===== src/rtl/gec_pkg.sv =====
package gec_pkg;

   typedef enum logic {
      GATE_FROM_PIN = 1'b0,
      GATE_FROM_PWM = 1'b1
   } gate_src_e;

   localparam int unsigned GEC_DEF_CNT_W  = 16;
   localparam int unsigned GEC_DEF_STAGES = 2;

endpackage


===== src/rtl/gec_sync.sv =====
module gec_sync #(
   parameter int unsigned WIDTH  = 1,
   parameter int unsigned STAGES = 2
) (
   input  logic             clk,
   input  logic             rst_n,
   input  logic [WIDTH-1:0] d_async,
   output logic [WIDTH-1:0] q_sync
);

   initial begin
      assert (STAGES >= 2) else $error("gec_sync: STAGES must be at least 2");
      assert (WIDTH >= 1) else $error("gec_sync: WIDTH must be at least 1");
   end

   logic [WIDTH-1:0] stg [STAGES];

   always_ff @(posedge clk or negedge rst_n) begin
      if (!rst_n) stg[0] <= '0;
      else        stg[0] <= d_async;
   end

   for (genvar gi = 1; gi < STAGES; gi++) begin : g_stage
      always_ff @(posedge clk or negedge rst_n) begin
         if (!rst_n) stg[gi] <= '0;
         else        stg[gi] <= stg[gi-1];
      end
   end

   assign q_sync = stg[STAGES-1];

endmodule


===== src/rtl/gec_gate_edge.sv =====
module gec_gate_edge
   import gec_pkg::*;
#(
   parameter bit          PWM_SYNC = 1'b0,
   parameter int unsigned STAGES   = GEC_DEF_STAGES
) (
   input  logic      clk,
   input  logic      rst_n,
   input  logic      evt_s,
   input  logic      pin_s,
   input  logic      pwm_raw,
   input  gate_src_e src,
   output logic      gate_eff,
   output logic      rise
);

   logic pwm_use;
   logic prod;
   logic prod_q;

   if (PWM_SYNC) begin : g_pwm_sync
      gec_sync #(.WIDTH(1), .STAGES(STAGES)) u_pwm_sync (
         .clk     (clk),
         .rst_n   (rst_n),
         .d_async (pwm_raw),
         .q_sync  (pwm_use)
      );
   end else begin : g_pwm_direct
      assign pwm_use = pwm_raw;
   end

   always_comb begin
      unique case (src)
         GATE_FROM_PWM: gate_eff = pwm_use;
         default:       gate_eff = pin_s;
      endcase
   end

   assign prod = evt_s & gate_eff;

   always_ff @(posedge clk or negedge rst_n) begin
      if (!rst_n) prod_q <= 1'b0;
      else        prod_q <= prod;
   end

   assign rise = prod & ~prod_q;

endmodule


===== src/rtl/gec_count.sv =====
module gec_count #(
   parameter int unsigned CNT_W = 16
) (
   input  logic             clk,
   input  logic             rst_n,
   input  logic             clr,
   input  logic             inc,
   output logic [CNT_W-1:0] count,
   output logic             ovf
);

   localparam logic [CNT_W-1:0] CNT_MAX = {CNT_W{1'b1}};

   logic [CNT_W:0] sum;

   assign sum = {1'b0, count} + {{CNT_W{1'b0}}, 1'b1};

   always_ff @(posedge clk or negedge rst_n) begin
      if (!rst_n) begin
         count <= '0;
         ovf   <= 1'b0;
      end else if (clr) begin
         count <= '0;
         ovf   <= 1'b0;
      end else if (inc) begin
         count <= sum[CNT_W-1:0];
         if (sum[CNT_W]) ovf <= 1'b1;
      end
   end

   // an increment from all ones wraps to zero and raises overflow
   p_wrap_ovf_r7: assert property (@(posedge clk) disable iff (!rst_n)
      (inc && !clr && count == CNT_MAX) |=> (count == '0 && ovf));

   // overflow is sticky until cleared
   p_ovf_sticky_r8: assert property (@(posedge clk) disable iff (!rst_n)
      (ovf && !clr) |=> ovf);

endmodule


===== src/rtl/gated_event_counter.sv =====
module gated_event_counter
   import gec_pkg::*;
#(
   parameter int unsigned CNT_W    = GEC_DEF_CNT_W,
   parameter int unsigned STAGES   = GEC_DEF_STAGES,
   parameter bit          PWM_SYNC = 1'b0
) (
   input  logic             clk,
   input  logic             rst_n,
   input  logic             evt_in,
   input  logic             gate_pin,
   input  logic             pwm_gate,
   input  logic             gate_sel,
   input  logic             clr,
   output logic [CNT_W-1:0] count,
   output logic             ovf
);

   localparam int unsigned SYNC_W = 2;

   initial begin
      assert (CNT_W >= 2) else $error("gated_event_counter: CNT_W must be at least 2");
      assert (STAGES >= 2) else $error("gated_event_counter: STAGES must be at least 2");
   end

   logic [SYNC_W-1:0] async_in;
   logic [SYNC_W-1:0] sync_out;
   logic              evt_s;
   logic              pin_s;
   logic              gate_eff;
   logic              rise;
   gate_src_e         src;

   assign async_in = {gate_pin, evt_in};
   assign evt_s    = sync_out[0];
   assign pin_s    = sync_out[1];
   assign src      = gate_src_e'(gate_sel);

   gec_sync #(.WIDTH(SYNC_W), .STAGES(STAGES)) u_in_sync (
      .clk     (clk),
      .rst_n   (rst_n),
      .d_async (async_in),
      .q_sync  (sync_out)
   );

   gec_gate_edge #(.PWM_SYNC(PWM_SYNC), .STAGES(STAGES)) u_gate_edge (
      .clk      (clk),
      .rst_n    (rst_n),
      .evt_s    (evt_s),
      .pin_s    (pin_s),
      .pwm_raw  (pwm_gate),
      .src      (src),
      .gate_eff (gate_eff),
      .rise     (rise)
   );

   gec_count #(.CNT_W(CNT_W)) u_count (
      .clk   (clk),
      .rst_n (rst_n),
      .clr   (clr),
      .inc   (rise),
      .count (count),
      .ovf   (ovf)
   );

   // a closed gate leaves the count untouched
   p_closed_hold_r3: assert property (@(posedge clk) disable iff (!rst_n)
      (!gate_eff && !clr) |=> $stable(count));

   // the count never moves by more than one per clock
   p_single_step_r4: assert property (@(posedge clk) disable iff (!rst_n)
      !clr |=> (count == $past(count) || count == $past(count) + 1'b1));

   // clear empties count and overflow on the next edge
   p_clear_r9: assert property (@(posedge clk) disable iff (!rst_n)
      clr |=> (count == '0 && !ovf));

endmodule


===== config.mk =====
export PLATFORM = sky130hd
export DESIGN_NAME = gated_event_counter
export DESIGN_NICKNAME = d
export VERILOG_FILES = /design/src/rtl/gec_pkg.sv /design/src/rtl/gec_sync.sv /design/src/rtl/gec_gate_edge.sv /design/src/rtl/gec_count.sv /design/src/rtl/gated_event_counter.sv
export SDC_FILE = /design/constraint.sdc
export NUM_CORES = 1
export LEC_CHECK = 0
export ABC_CLOCK_PERIOD_IN_PS = 2200
export BUFFER_PORTS_ARGS = -buffer_cell sky130_fd_sc_hd__buf_4
export CAP_MARGIN = 20
export CORE_MARGIN = 2
export CORE_UTILIZATION = 50
export CTS_CLUSTER_DIAMETER = 40
export DETAILED_ROUTE_END_ITERATION = 7
export GPL_ROUTABILITY_DRIVEN = 0
export GPL_TIMING_DRIVEN = 0
export PLACE_DENSITY = 0.75
export SLEW_MARGIN = 5
export SYNTH_ARGS = -nofsm -noshare
export SYNTH_HDL_FRONTEND = slang
export SYNTH_SLANG_ARGS = --single-unit

===== constraint.sdc =====
create_clock -name clk -period 2.2 [get_ports clk]
set_clock_uncertainty 0.15 [all_clocks]
set_input_delay 0.22 -clock clk [delete_from_list [all_inputs] [get_ports clk]]
set_output_delay 0.22 -clock clk [all_outputs]
set_load 0.02 [all_outputs]

==> results.md, run 1 <==
- Number of flops mapped to enable cells by yosys: 0
- Mean post-synth cell area: 10.98 sq um
- FFs w/ async S/R, synth: 100.0%
- Library cell with the largest summed area after synthesis: sky130_fd_sc_hd__dfrtp_1
- CP Max Fanout: 6
- Fraction of layout instances using a drive strength above 1: 27.42%
- H-Tree Level Count: 1
- Die outline area: 0.002469 sq mm
- Final worst-path setup slack: 359.2 ps
- Maxcap violations: 0
- DP Area: 0.001242 sq mm
- Leading cell type by number of instances after synthesis: sky130_fd_sc_hd__dfrtp_1
- Aggregate global routing overflow: 0
- Via count of the first global-routing pass: 767
- Die H: 49.69 um
- Yosys warnings: 0
- Ant. Diodes: 0
- Post-synthesis sequential area ratio: 52.76%
- Wire length of the first global-routing pass: 3574 um
- Actual slew at the worst max-slew pin: 437.5 ps
- Min cycle time layout: 1841 ps
- Floorplan die width: 49.69 um
- Number of register bits inferred by synthesis: 22
- Top-level port count: 24
- Number of nets in the final layout: 133
- Leading post-synthesis cells by instance count: sky130_fd_sc_hd__dfrtp_1 (22), sky130_fd_sc_hd__nor2_1 (11), sky130_fd_sc_hd__a21oi_1 (6), sky130_fd_sc_hd__xnor2_1 (6)
- Depth of the worst register-to-register path: 5
- Largest buffer count on any clock path: 2
- Post-Synthesis Cells: 95
- Row count: 16
- Worst slack at placement: 359.2 ps
- Hold/Removal Path Class: input port to async pin
- Post-Synthesis Cell Area: 0.001044 sq mm
- Post-detailed-route via-to-cell ratio: 5.450
- Most instantiated flip-flop cell in the synthesis netlist: sky130_fd_sc_hd__dfrtp_1
- DRC violations left: 0
- Global router's overall resource usage: 19.49%
- Peak ir drop on the vdd network: 0.0005686 V
- Post CTS Setup Buffer Count: 0
- Worst slew margin relative to its limit: 70.83%
- Setup Viol. Count Final: 0
- Inserted Clock Buffers: 3
- Unique cell type count in the Yosys netlist: 34
- Crit path arrival time: 1900 ps
- Pre-Repair DR Iteration Count: 4
- Synth top area cells: sky130_fd_sc_hd__dfrtp_1 (53%), sky130_fd_sc_hd__xnor2_1 (5.0%), sky130_fd_sc_hd__nor2_1 (4.0%), sky130_fd_sc_hd__a21oi_1 (2.9%), sky130_fd_sc_hd__o21ai_0 (2.4%)
- Cell Pwr Density: 524.1 mW/mm^2
- Half-perimeter wire length after detailed placement: 1388 um
- CTS tree: built
- Final WL: 1995 um
- Final Hold Viols: 0
- Layout Cell Area excl Fill: 0.001309 sq mm
- Largest net degree at the start of global routing: 23
- Worst Path Required: 2260 ps
- Number of antenna violations at the first check in global routing: 0
- Clock slew seen by the registers of the worst setup and hold paths: 120 ps
- Starting Density: 53.19%
- Kind of start point of the critical path: register
- Layout-stage area growth over the synthesis result: 25.42%
- Detail-routed net length per standard cell: 13.21 um
- Fraction of the cycle the final worst path needs: 83.67%
- Status: complete, no violations
- Fmax: 543.2 MHz
- Capturing element type of the critical path: register
- Clk_lat worst skew: 310 ps
- Crit path kind: register to register
- Fraction of post-synthesis cell area in the top cell type by area: 52.76%
- Via total after detailed routing: 823
- Max-slew violation count: 0
- Setup_tns: 0 ps
- Leakage component of the power: 0.6030 nW
- Synthesized Nets: 103
- Count of nets left with antenna violations after detail routing: 0
- Clock root buffer master: sky130_fd_sc_hd__clkbuf_4
- Number of sinks driven by the clock tree: 22
- RSZ-0062 raised after global routing: false
- Number of input and output port buffers inserted: 22
- Placeable core region: 0.001962 sq mm
- Number of DRC violations after detailed-routing iteration 0: 17
==> report_power, final <==
group,internal (mW),leakage (nW),total [mW],switching (mW)
logic,0.0215,0.286,0.0482,0.0267
clock network,0.101,0.0210,0.221,0.119
registers,0.411,0.296,0.417,0.00591
==> final cells by class <==
| cell class | count | area (sq um) |
|---|---|---|
| inverter | 1 | 3.754 |
| buffer | 3 | 11.26 |
| sequential | 22 | 550.5 |
| multi-input combinational | 69 | 478.0 |
| timing repair buffer | 25 | 195.2 |
| clock buffer | 4 | 36.28 |
| tap | 27 | 33.78 |
| fill | 172 | 653.1 |
==> cell usage in the layout, fill, tap and decap left out, types with 3 or more instances in the layout <==
| cell type | instances |
|---|---|
| sky130_fd_sc_hd__a21oi_1 | 6 |
| sky130_fd_sc_hd__buf_4 | 22 |
| sky130_fd_sc_hd__clkbuf_4 | 3 |
| sky130_fd_sc_hd__dfrtp_1 | 22 |
| sky130_fd_sc_hd__dlygate4sd3_1 | 3 |
| sky130_fd_sc_hd__nand2_1 | 5 |
| sky130_fd_sc_hd__nor2_1 | 11 |
| sky130_fd_sc_hd__nor2b_1 | 3 |
| sky130_fd_sc_hd__o21ai_0 | 5 |
| sky130_fd_sc_hd__or3_1 | 4 |
| sky130_fd_sc_hd__xnor2_1 | 6 |
==> worst max-delay path: stages (launching register included) <==
cell	delay, ps
sky130_fd_sc_hd__dfrtp_1	430
sky130_fd_sc_hd__ha_1	170
sky130_fd_sc_hd__nand3b_1	190
sky130_fd_sc_hd__nor3_2	370
sky130_fd_sc_hd__nand4_1	140
sky130_fd_sc_hd__mux2_2	290
==> cells by family (layout without fill, tap and decap cells) <==
family / after synthesis / count (layout) / synth area share [%]
and+or+nand+nor: 44 / 44 / 28.06
DFF: 22 / 22 / 52.76
AOI/OAI and AO/OA: 13 / 13 / 6.595
xor gates and xnor gates: 7 / 7 / 5.875
muxes: 4 / 4 / 4.077
adders and majority gates: 1 / 1 / 1.199
buffers and inverters: 4 / 33 / 1.438
==> path summary, 6_finish.rpt <==
check / start / to / slack [ps]
setup reg to reg: u_count.count[0]$_DFFE_PN0P_ / u_count.count[12]$_DFFE_PN0P_ / 360
min in group clk: clr / u_count.count[2]$_DFFE_PN0P_ / 170
max in group asynchronous: rst_n / u_in_sync.q_sync[0]$_DFF_PN0_ / 1520
setup / recovery: u_count.count[0]$_DFFE_PN0P_ / u_count.count[12]$_DFFE_PN0P_ / 360
hold / removal: rst_n / u_count.count[4]$_DFFE_PN0P_ / 160
hold reg to reg: u_in_sync.stg[3]$_DFF_PN0_ / u_in_sync.q_sync[1]$_DFF_PN0_ / 210
==> state kept, by name, indices dropped and copies added (netlist names) <==
signal	count
u_count.count	16
u_gate_edge.prod_q	1
u_count.ovf	1
u_in_sync.stg	2
u_in_sync.q_sync	2
==> stage by stage <==
step / util [%] / total power, mW / hold WS [ps] / instances
5_1_grt: 66.71 / 0.7175 / 176.2 / 151
3_3_place_gp: 63.33 / 0.4691 / -27.46 / 144
3_5_place_dp: 63.33 / 0.4704 / -24.72 / 144
2_1_floorplan: - / 0.4462 / -225.6 / 95
4_1_cts: 66.71 / 0.6986 / 160.2 / 151
6_report: 66.71 / 0.6860 / 163.4 / 151
==> metal layers <==
metal	GRT usage (%)	vias up	part of all wire [%]
met5	0	-	0
met4	9.722	0	1.5
met3	4.242	4	4.7
met2	28.44	21	47
met1	27.27	402	47
li1	-	396	-
==> what timing repair did <==
item / in CTS / in global routing
hold buffers: 3 / 0
endpoints found under the hold margin: 24 / 0
setup endpoints to repair: 0 / 0
resized for setup: 0 / 0
Power figures use the tool's default switching activity.
==> run 2, diff against run 1 <==
--- a/config.mk
+++ b/config.mk
@@ -5,16 +5,16 @@
 export SDC_FILE = /design/constraint.sdc
 export NUM_CORES = 1
 export LEC_CHECK = 0
-export ABC_CLOCK_PERIOD_IN_PS = 2200
+export ABC_CLOCK_PERIOD_IN_PS = 1690
 export BUFFER_PORTS_ARGS = -buffer_cell sky130_fd_sc_hd__buf_4
 export CAP_MARGIN = 20
 export CORE_MARGIN = 2
-export CORE_UTILIZATION = 50
+export CORE_UTILIZATION = 46
 export CTS_CLUSTER_DIAMETER = 40
 export DETAILED_ROUTE_END_ITERATION = 7
 export GPL_ROUTABILITY_DRIVEN = 0
 export GPL_TIMING_DRIVEN = 0
-export PLACE_DENSITY = 0.75
+export PLACE_DENSITY = 0.72
 export SLEW_MARGIN = 5
 export SYNTH_ARGS = -nofsm -noshare
 export SYNTH_HDL_FRONTEND = slang
==> constraint.sdc (replaced) <==
create_clock -name clk -period 1.69 [get_ports clk]
set_clock_uncertainty 0.15 [all_clocks]
set_input_delay 0.169 -clock clk [delete_from_list [all_inputs] [get_ports clk]]
set_output_delay 0.169 -clock clk [all_outputs]
set_load 0.02 [all_outputs]
==> run 2 against run 1 <==
Effect of this change:
- largest cell class unchanged
- count of clock-buffer cells in the layout is the same
- critical endpoint is now u_count.count[11]$_DFFE_PN0P_
- utilization hardly changed
- routed wire length up 6.4%
- critical path type unchanged
- the flow now finishes with violations (setup timing)
- power rose by 32%
==> results.md, run 2 (same netlist as run 1, synthesis figures left out) <==
- Pre-Repair DR Iteration Count: 3
- Peak ir drop on the vdd network: 0.0004316 V
- DP Area: 0.001254 sq mm
- Reg-to-reg slack, setup: -30 ps
- Maxcap violations: 0
- Top-level port count: 24
- Worst slew margin relative to its limit: 61.86%
- Die H: 51.63 um
- Largest buffer count on any clock path: 2
- Detail-routed net length per standard cell: 13.18 um
- Row count: 17
- Aggregate global routing overflow: 0
- Cell Pwr Density: 625.7 mW/mm^2
- Floorplan die width: 51.63 um
- Starting Density: 48.10%
- Global router's overall resource usage: 18.15%
- Max FFs per register: 16
- Layout Cell Area excl Fill: 0.001448 sq mm
- Number of sinks driven by the clock tree: 22
- Post-layout utilization of the core: 66.72%
- Reg-to-reg endpoint: u_count.count[11]$_DFFE_PN0P_
- Footprint of the flip-flops and latches: 560.5 sq um
- Kind of start point of the critical path: register
- DRC violations left: 0
- Commonest cells after routing, fill and taps aside: sky130_fd_sc_hd__buf_4 (29), sky130_fd_sc_hd__dfrtp_1 (14), sky130_fd_sc_hd__nor2_1 (11)
- Ant. Diodes: 0
- Worst R2R Start: u_gate_edge.prod_q$_DFF_PN0_
- Number of antenna violations at the first check in global routing: 0
- Final cell count without fillers: 161
- Hold/Removal Path Class: input port to async pin
- Min cycle time layout: 1716 ps
- Worst Path Required: 1780 ps
- H-Tree Level Count: 1
- Violated checks: setup timing
- CTS tree: built
- Leakage component of the power: 0.6588 nW
- Final Hold Viols: 0
- Post-detailed-route via-to-cell ratio: 5.317
- Crit path arrival time: 1800 ps
- Crit path kind: register to register
- Largest net degree at the start of global routing: 23
- Fraction of the cycle the final worst path needs: 101.5%
- Clock root buffer master: sky130_fd_sc_hd__clkbuf_4
- Number of input and output port buffers inserted: 22
- Final WL: 2122 um
- Actual slew at the worst max-slew pin: 572.1 ps
- Total chip power: 0.9058 mW
- Fmax: 582.8 MHz
- Largest register by flop count: u_count.count
- Placeable core region: 0.002170 sq mm
- Status: finished, violations left
- Leading cell type in the layout, fill and taps excluded: sky130_fd_sc_hd__buf_4
- Die outline area: 0.002666 sq mm
- Min Hold Slack: 123.8 ps
- RSZ-0062 raised after global routing: true
- CP Max Fanout: 7
- Clk_lat worst skew: 300 ps
- Placed cells: 145
- Half-perimeter wire length after detailed placement: 1381 um
- Total area of multi-input combinational cells: 529.3 sq um
- Wire length of the first global-routing pass: 3574 um
- Final worst-path setup slack: -26.00 ps
- Via count of the first global-routing pass: 843
- Number of nets in the final layout: 142
- Via total after detailed routing: 856
- Inserted Clock Buffers: 3
- Setup Viol. Count Final: 3
- Clock slew seen by the registers of the worst setup and hold paths: 120 ps
- Capturing element type of the critical path: register
- Depth of the worst register-to-register path: 5
- Filler cell count in the final layout: 178
- Layout-stage area growth over the synthesis result: 38.73%
- Fraction of layout instances using a drive strength above 1: 45.86%
- Count of nets left with antenna violations after detail routing: 0
- Max-slew violation count: 0
- Number of DRC violations after detailed-routing iteration 0: 9
[run 2: changes by cell type in the layout (fill, tap and decap cells not counted), sizes merged]
cell | before | now
buf | 23 | 32
[run 2: through the flow]
| stage | setup WS [ps] | TNS [ps] |
|---|---|---|
| final | -26.00 | -54.56 |
| after global routing | -94.85 | -729.9 |
| after detailed placement | -67.17 | -172.1 |
| after CTS | -22.75 | -40.56 |
| after floorplan | 0.6590 | 0 |
| after global placement | -52.55 | -149.4 |
[run 2: report_power, final]
group / switching [mW] / internal [mW]
Sequential: 0.00678 / 0.536
Clock: 0.159 / 0.131
Combinational: 0.0404 / 0.0321
[run 2: critical path, cell delays in order, from the launching register on]
cell                       delay, ps
sky130_fd_sc_hd__dfrtp_1         410
sky130_fd_sc_hd__and4b_2         320
sky130_fd_sc_hd__nand4b_4        170
sky130_fd_sc_hd__buf_6           160
sky130_fd_sc_hd__or3_1           320
sky130_fd_sc_hd__a21oi_2         120
[run 2: cell type report]
| class | count | share of cell area, % |
|---|---|---|
| plain buffers | 3 | 0.8643 |
| clock buffers | 4 | 2.506 |
| inverters | 1 | 0.2593 |
| multi-input cells | 69 | 36.56 |
| flip-flops and latches | 22 | 38.72 |
| well taps | 28 | 2.420 |
| repair buffers | 34 | 18.67 |
[run 2: worst max-delay path by stage]
stage	slack [ps]	from	end
6_report	-30	u_gate_edge.prod_q$_DFF_PN0_	u_count.count[11]$_DFFE_PN0P_
5_1_grt	-90	u_count.count[1]$_DFFE_PN0P_	u_count.count[12]$_DFFE_PN0P_
4_1_cts	-20	u_count.count[0]$_DFFE_PN0P_	u_count.count[12]$_DFFE_PN0P_
3_5_place_dp	-70	u_gate_edge.prod_q$_DFF_PN0_	u_count.count[15]$_DFFE_PN0P_
3_3_place_gp	-50	u_in_sync.q_sync[1]$_DFF_PN0_	u_count.count[12]$_DFFE_PN0P_
2_1_floorplan	0.7	u_count.count[6]$_DFFE_PN0P_	u_count.count[15]$_DFFE_PN0P_
[run 2: layer usage]
layer	vias up	GRT usage, %	part of all wire, %
li1	415	-	-
met1	421	22.73	45
met2	16	30.13	51
met3	4	3.736	2.8
met4	0	8.333	1.5
met5	-	0	0
[run 2: timing repair]
| item | CTS | global route |
|---|---|---|
| setup endpoints to repair | 4 | 13 |
| gates resized for setup | 5 | 10 |
| pin swaps | 8 | 4 |
| hold buffers | 3 | 0 |
| buffers inserted | 8 | 1 |
| endpoints found under the hold margin | 24 | 0 |
==> run 3, diff against run 2 <==
--- a/config.mk
+++ b/config.mk
@@ -8,13 +8,16 @@
 export ABC_CLOCK_PERIOD_IN_PS = 1690
 export BUFFER_PORTS_ARGS = -buffer_cell sky130_fd_sc_hd__buf_4
 export CAP_MARGIN = 20
+export CELL_PAD_IN_SITES_DETAIL_PLACEMENT = 1
+export CELL_PAD_IN_SITES_GLOBAL_PLACEMENT = 2
+export CORE_ASPECT_RATIO = 1.5
 export CORE_MARGIN = 2
-export CORE_UTILIZATION = 46
+export CORE_UTILIZATION = 29
 export CTS_CLUSTER_DIAMETER = 40
 export DETAILED_ROUTE_END_ITERATION = 7
 export GPL_ROUTABILITY_DRIVEN = 0
 export GPL_TIMING_DRIVEN = 0
-export PLACE_DENSITY = 0.72
+export PLACE_DENSITY_LB_ADDON = 0.1
 export SLEW_MARGIN = 5
 export SYNTH_ARGS = -nofsm -noshare
 export SYNTH_HDL_FRONTEND = slang
==> run 3 against run 2 <==
Effect of this change:
- the flow still finishes with violations (setup timing)
- die area grew 54%
- worst hold slack improved by 53 ps
- sequential power about the same
- first-iteration DRC count shrank 67%
- clock power increased by 69%
- maximum frequency fell by 2.0%
- combinational power fell by 5.4%
- power increased by 22%
- utilization decreased by 23 points
- via count rose by 4.8%
- count of clock-buffer cells in the layout decreased by 1
- largest cell class unchanged
- register-to-register slack worse by 30 ps
- critical endpoint is now u_count.count[15]$_DFFE_PN0P_
==> results.md, run 3 (same netlist as run 1, synthesis figures left out) <==
- Number of input and output port buffers inserted: 22
- Fraction of the cycle the final worst path needs: 103.6%
- Leading cell type in the layout, fill and taps excluded: sky130_fd_sc_hd__buf_4
- Clock root buffer master: sky130_fd_sc_hd__clkbuf_8
- Pre-Repair DR Iteration Count: 3
- Worst R2R Start: u_gate_edge.prod_q$_DFF_PN0_
- Die H: 77.47 um
- Switching share of power: 20.36%
- Inserted Clock Buffers: 3
- Top cell family by delay on the critical path: simple AND/OR/NAND/NOR gates
- Min Hold Slack: 177.1 ps
- Kind of start point of the critical path: register
- Max-slew violation count: 0
- Cell internal pwr: 0.8816 mW
- Detail-routed net length per standard cell: 15.40 um
- Layout-stage area growth over the synthesis result: 44.48%
- CP Max Fanout: 4
- Post-layout utilization of the core: 44.14%
- Ant. Diodes: 0
- DRC violations left: 0
- Global router's overall resource usage: 15.16%
- Largest net degree at the start of global routing: 23
- Slowest Stage Delay on Critical Path: 400 ps
- Worst Path Required: 1730 ps
- RSZ-0062 raised after global routing: true
- Capturing element type of the critical path: register
- Filler cell count in the final layout: 392
- Clock slew seen by the registers of the worst setup and hold paths: 80 ps
- Via count of the first global-routing pass: 947
- Clk_lat worst skew: 260 ps
- Number of antenna violations at the first check in global routing: 0
- Final WL: 2695 um
- Final Hold Viols: 0
- Maxcap violations: 0
- Total area of multi-input combinational cells: 539.3 sq um
- Critical path startpoint: u_gate_edge.prod_q$_DFF_PN0_
- Total chip power: 1.107 mW
- Count of nets left with antenna violations after detail routing: 0
- Leakage component of the power: 0.6697 nW
- Final worst-path setup slack: -60.47 ps
- Setup Viol. Count Final: 6
- Fmax: 571.3 MHz
- Status: finished, violations left
- Cell Pwr Density: 734.3 mW/mm^2
- Final cell count without fillers: 175
- Crit path kind: register to register
- Placeable core region: 0.003416 sq mm
- Number of buffers and inverters on the critical path: 1
- Hold/Removal Path Class: input port to async pin
- Depth of the worst register-to-register path: 5
- Via total after detailed routing: 897
- Post-detailed-route via-to-cell ratio: 5.126
- Crit path arrival time: 1790 ps
- Violated checks: setup timing
- Combinational power share: 6.2%
- Fraction of layout instances using a drive strength above 1: 45.11%
- Crit path cell chain: and4b_2 -> nand4b_4 -> buf_4 -> or4_1 -> a21oi_1
- Reg-to-reg endpoint: u_count.count[15]$_DFFE_PN0P_
- CP max-delay cell: sky130_fd_sc_hd__dfrtp_1
- Number of DRC violations after detailed-routing iteration 0: 3
- Max FFs per register: 16
- Wire length of the first global-routing pass: 4595 um
- Number of cells on the critical path: 5
- Worst slew margin relative to its limit: 66.06%
- Peak ir drop on the vdd network: 0.0006930 V
- Actual slew at the worst max-slew pin: 509.1 ps
- Placed cells: 159
- Clock network fraction of total power: 44.6%
- Die outline area: 0.004104 sq mm
- Starting Density: 30.55%
- Top-level port count: 24
- Floorplan die width: 52.98 um
- Half-perimeter wire length after detailed placement: 1785 um
- Aggregate global routing overflow: 0
- Fraction of power consumed by sequential logic: 49.2%
- Number of nets in the final layout: 142
- Largest register by flop count: u_count.count
- Largest buffer count on any clock path: 2
- Worst setup path endpoint: u_count.count[15]$_DFFE_PN0P_
- Number of sinks driven by the clock tree: 22
- Row count: 26
- Power spent charging and discharging nets: 0.2254 mW
- H-Tree Level Count: 1
- Min cycle time layout: 1750 ps
- Commonest cells after routing, fill and taps aside: sky130_fd_sc_hd__buf_4 (30), sky130_fd_sc_hd__dfrtp_1 (13), sky130_fd_sc_hd__nor2_1 (11)
- Reg-to-reg slack, setup: -60 ps
- CTS tree: built
- Footprint of the flip-flops and latches: 561.8 sq um
[run 3: cell count changes in the layout (fill, tap and decap cells not counted), sizes merged]
| cell | delta |
|---|---|
| clkbuf | -2 |
| bufinv | +1 |
| buf | +1 |
[run 3: worst min-delay path by stage]
stage / start / endpoint
floorplan: rst_n / u_count.count[0]$_DFFE_PN0P_
detailed placement: rst_n / u_count.count[5]$_DFFE_PN0P_
global route: rst_n / u_gate_edge.prod_q$_DFF_PN0_
CTS: rst_n / u_count.count[5]$_DFFE_PN0P_
global placement: rst_n / u_count.count[5]$_DFFE_PN0P_
finish: rst_n / u_count.count[5]$_DFFE_PN0P_
[run 3: layer usage]
layer,GRT usage [%],up-vias,share of wire (%)
met5,0,-,0
met2,25.50,17,53
met4,6.154,0,1.8
li1,-,420,-
met1,18.29,454,42
met3,3.077,6,3.5
[run 3: worst reg2reg max path, delay by kind of cell, from the launching register on]
family / cells / cell delay (ps)
DFF: 1 / 400
AOI/OAI and AO/OA: 1 / 130
and+or+nand+nor: 3 / 840
buffers and inverters: 1 / 160
[run 3: final cells by class]
class	count	area share [%]
flip-flops and latches	22	37.26
multi-input cells	69	35.77
repair buffers	34	17.68
well taps	42	3.485
clock buffers	3	2.739
clock inverters	1	1.992
plain buffers	3	0.8299
inverters	1	0.2490
[run 3: stage by stage]
step	cell area [sq um]	setup slack [ps]	setup TNS (ps)
after floorplan	1054	0.6590	0
after global placement	1271	-96.30	-291.1
after detailed placement	1271	-139.4	-477.9
after CTS	1428	-94.29	-215.0
after global routing	1508	-136.9	-1026
final	1508	-60.47	-162.5
[run 3: timing repair]
action	CTS	global route
cloned	0	0
hold endpoints to repair	24	0
resized for setup	7	9
buffers inserted	4	5
pin swaps	7	9
hold buffers	3	0
setup endpoints to repair	6	14
[run 3: power by group through the flow]
stage	registers, mW	clock network, mW	logic, mW
6_report	0.545	0.493	0.0686
5_1_grt	0.547	0.528	0.0767
4_1_cts	0.544	0.506	0.0693
3_5_place_dp	0.555	0	0.0619
3_3_place_gp	0.554	0	0.0606
2_1_floorplan	0.556	0	0.0253
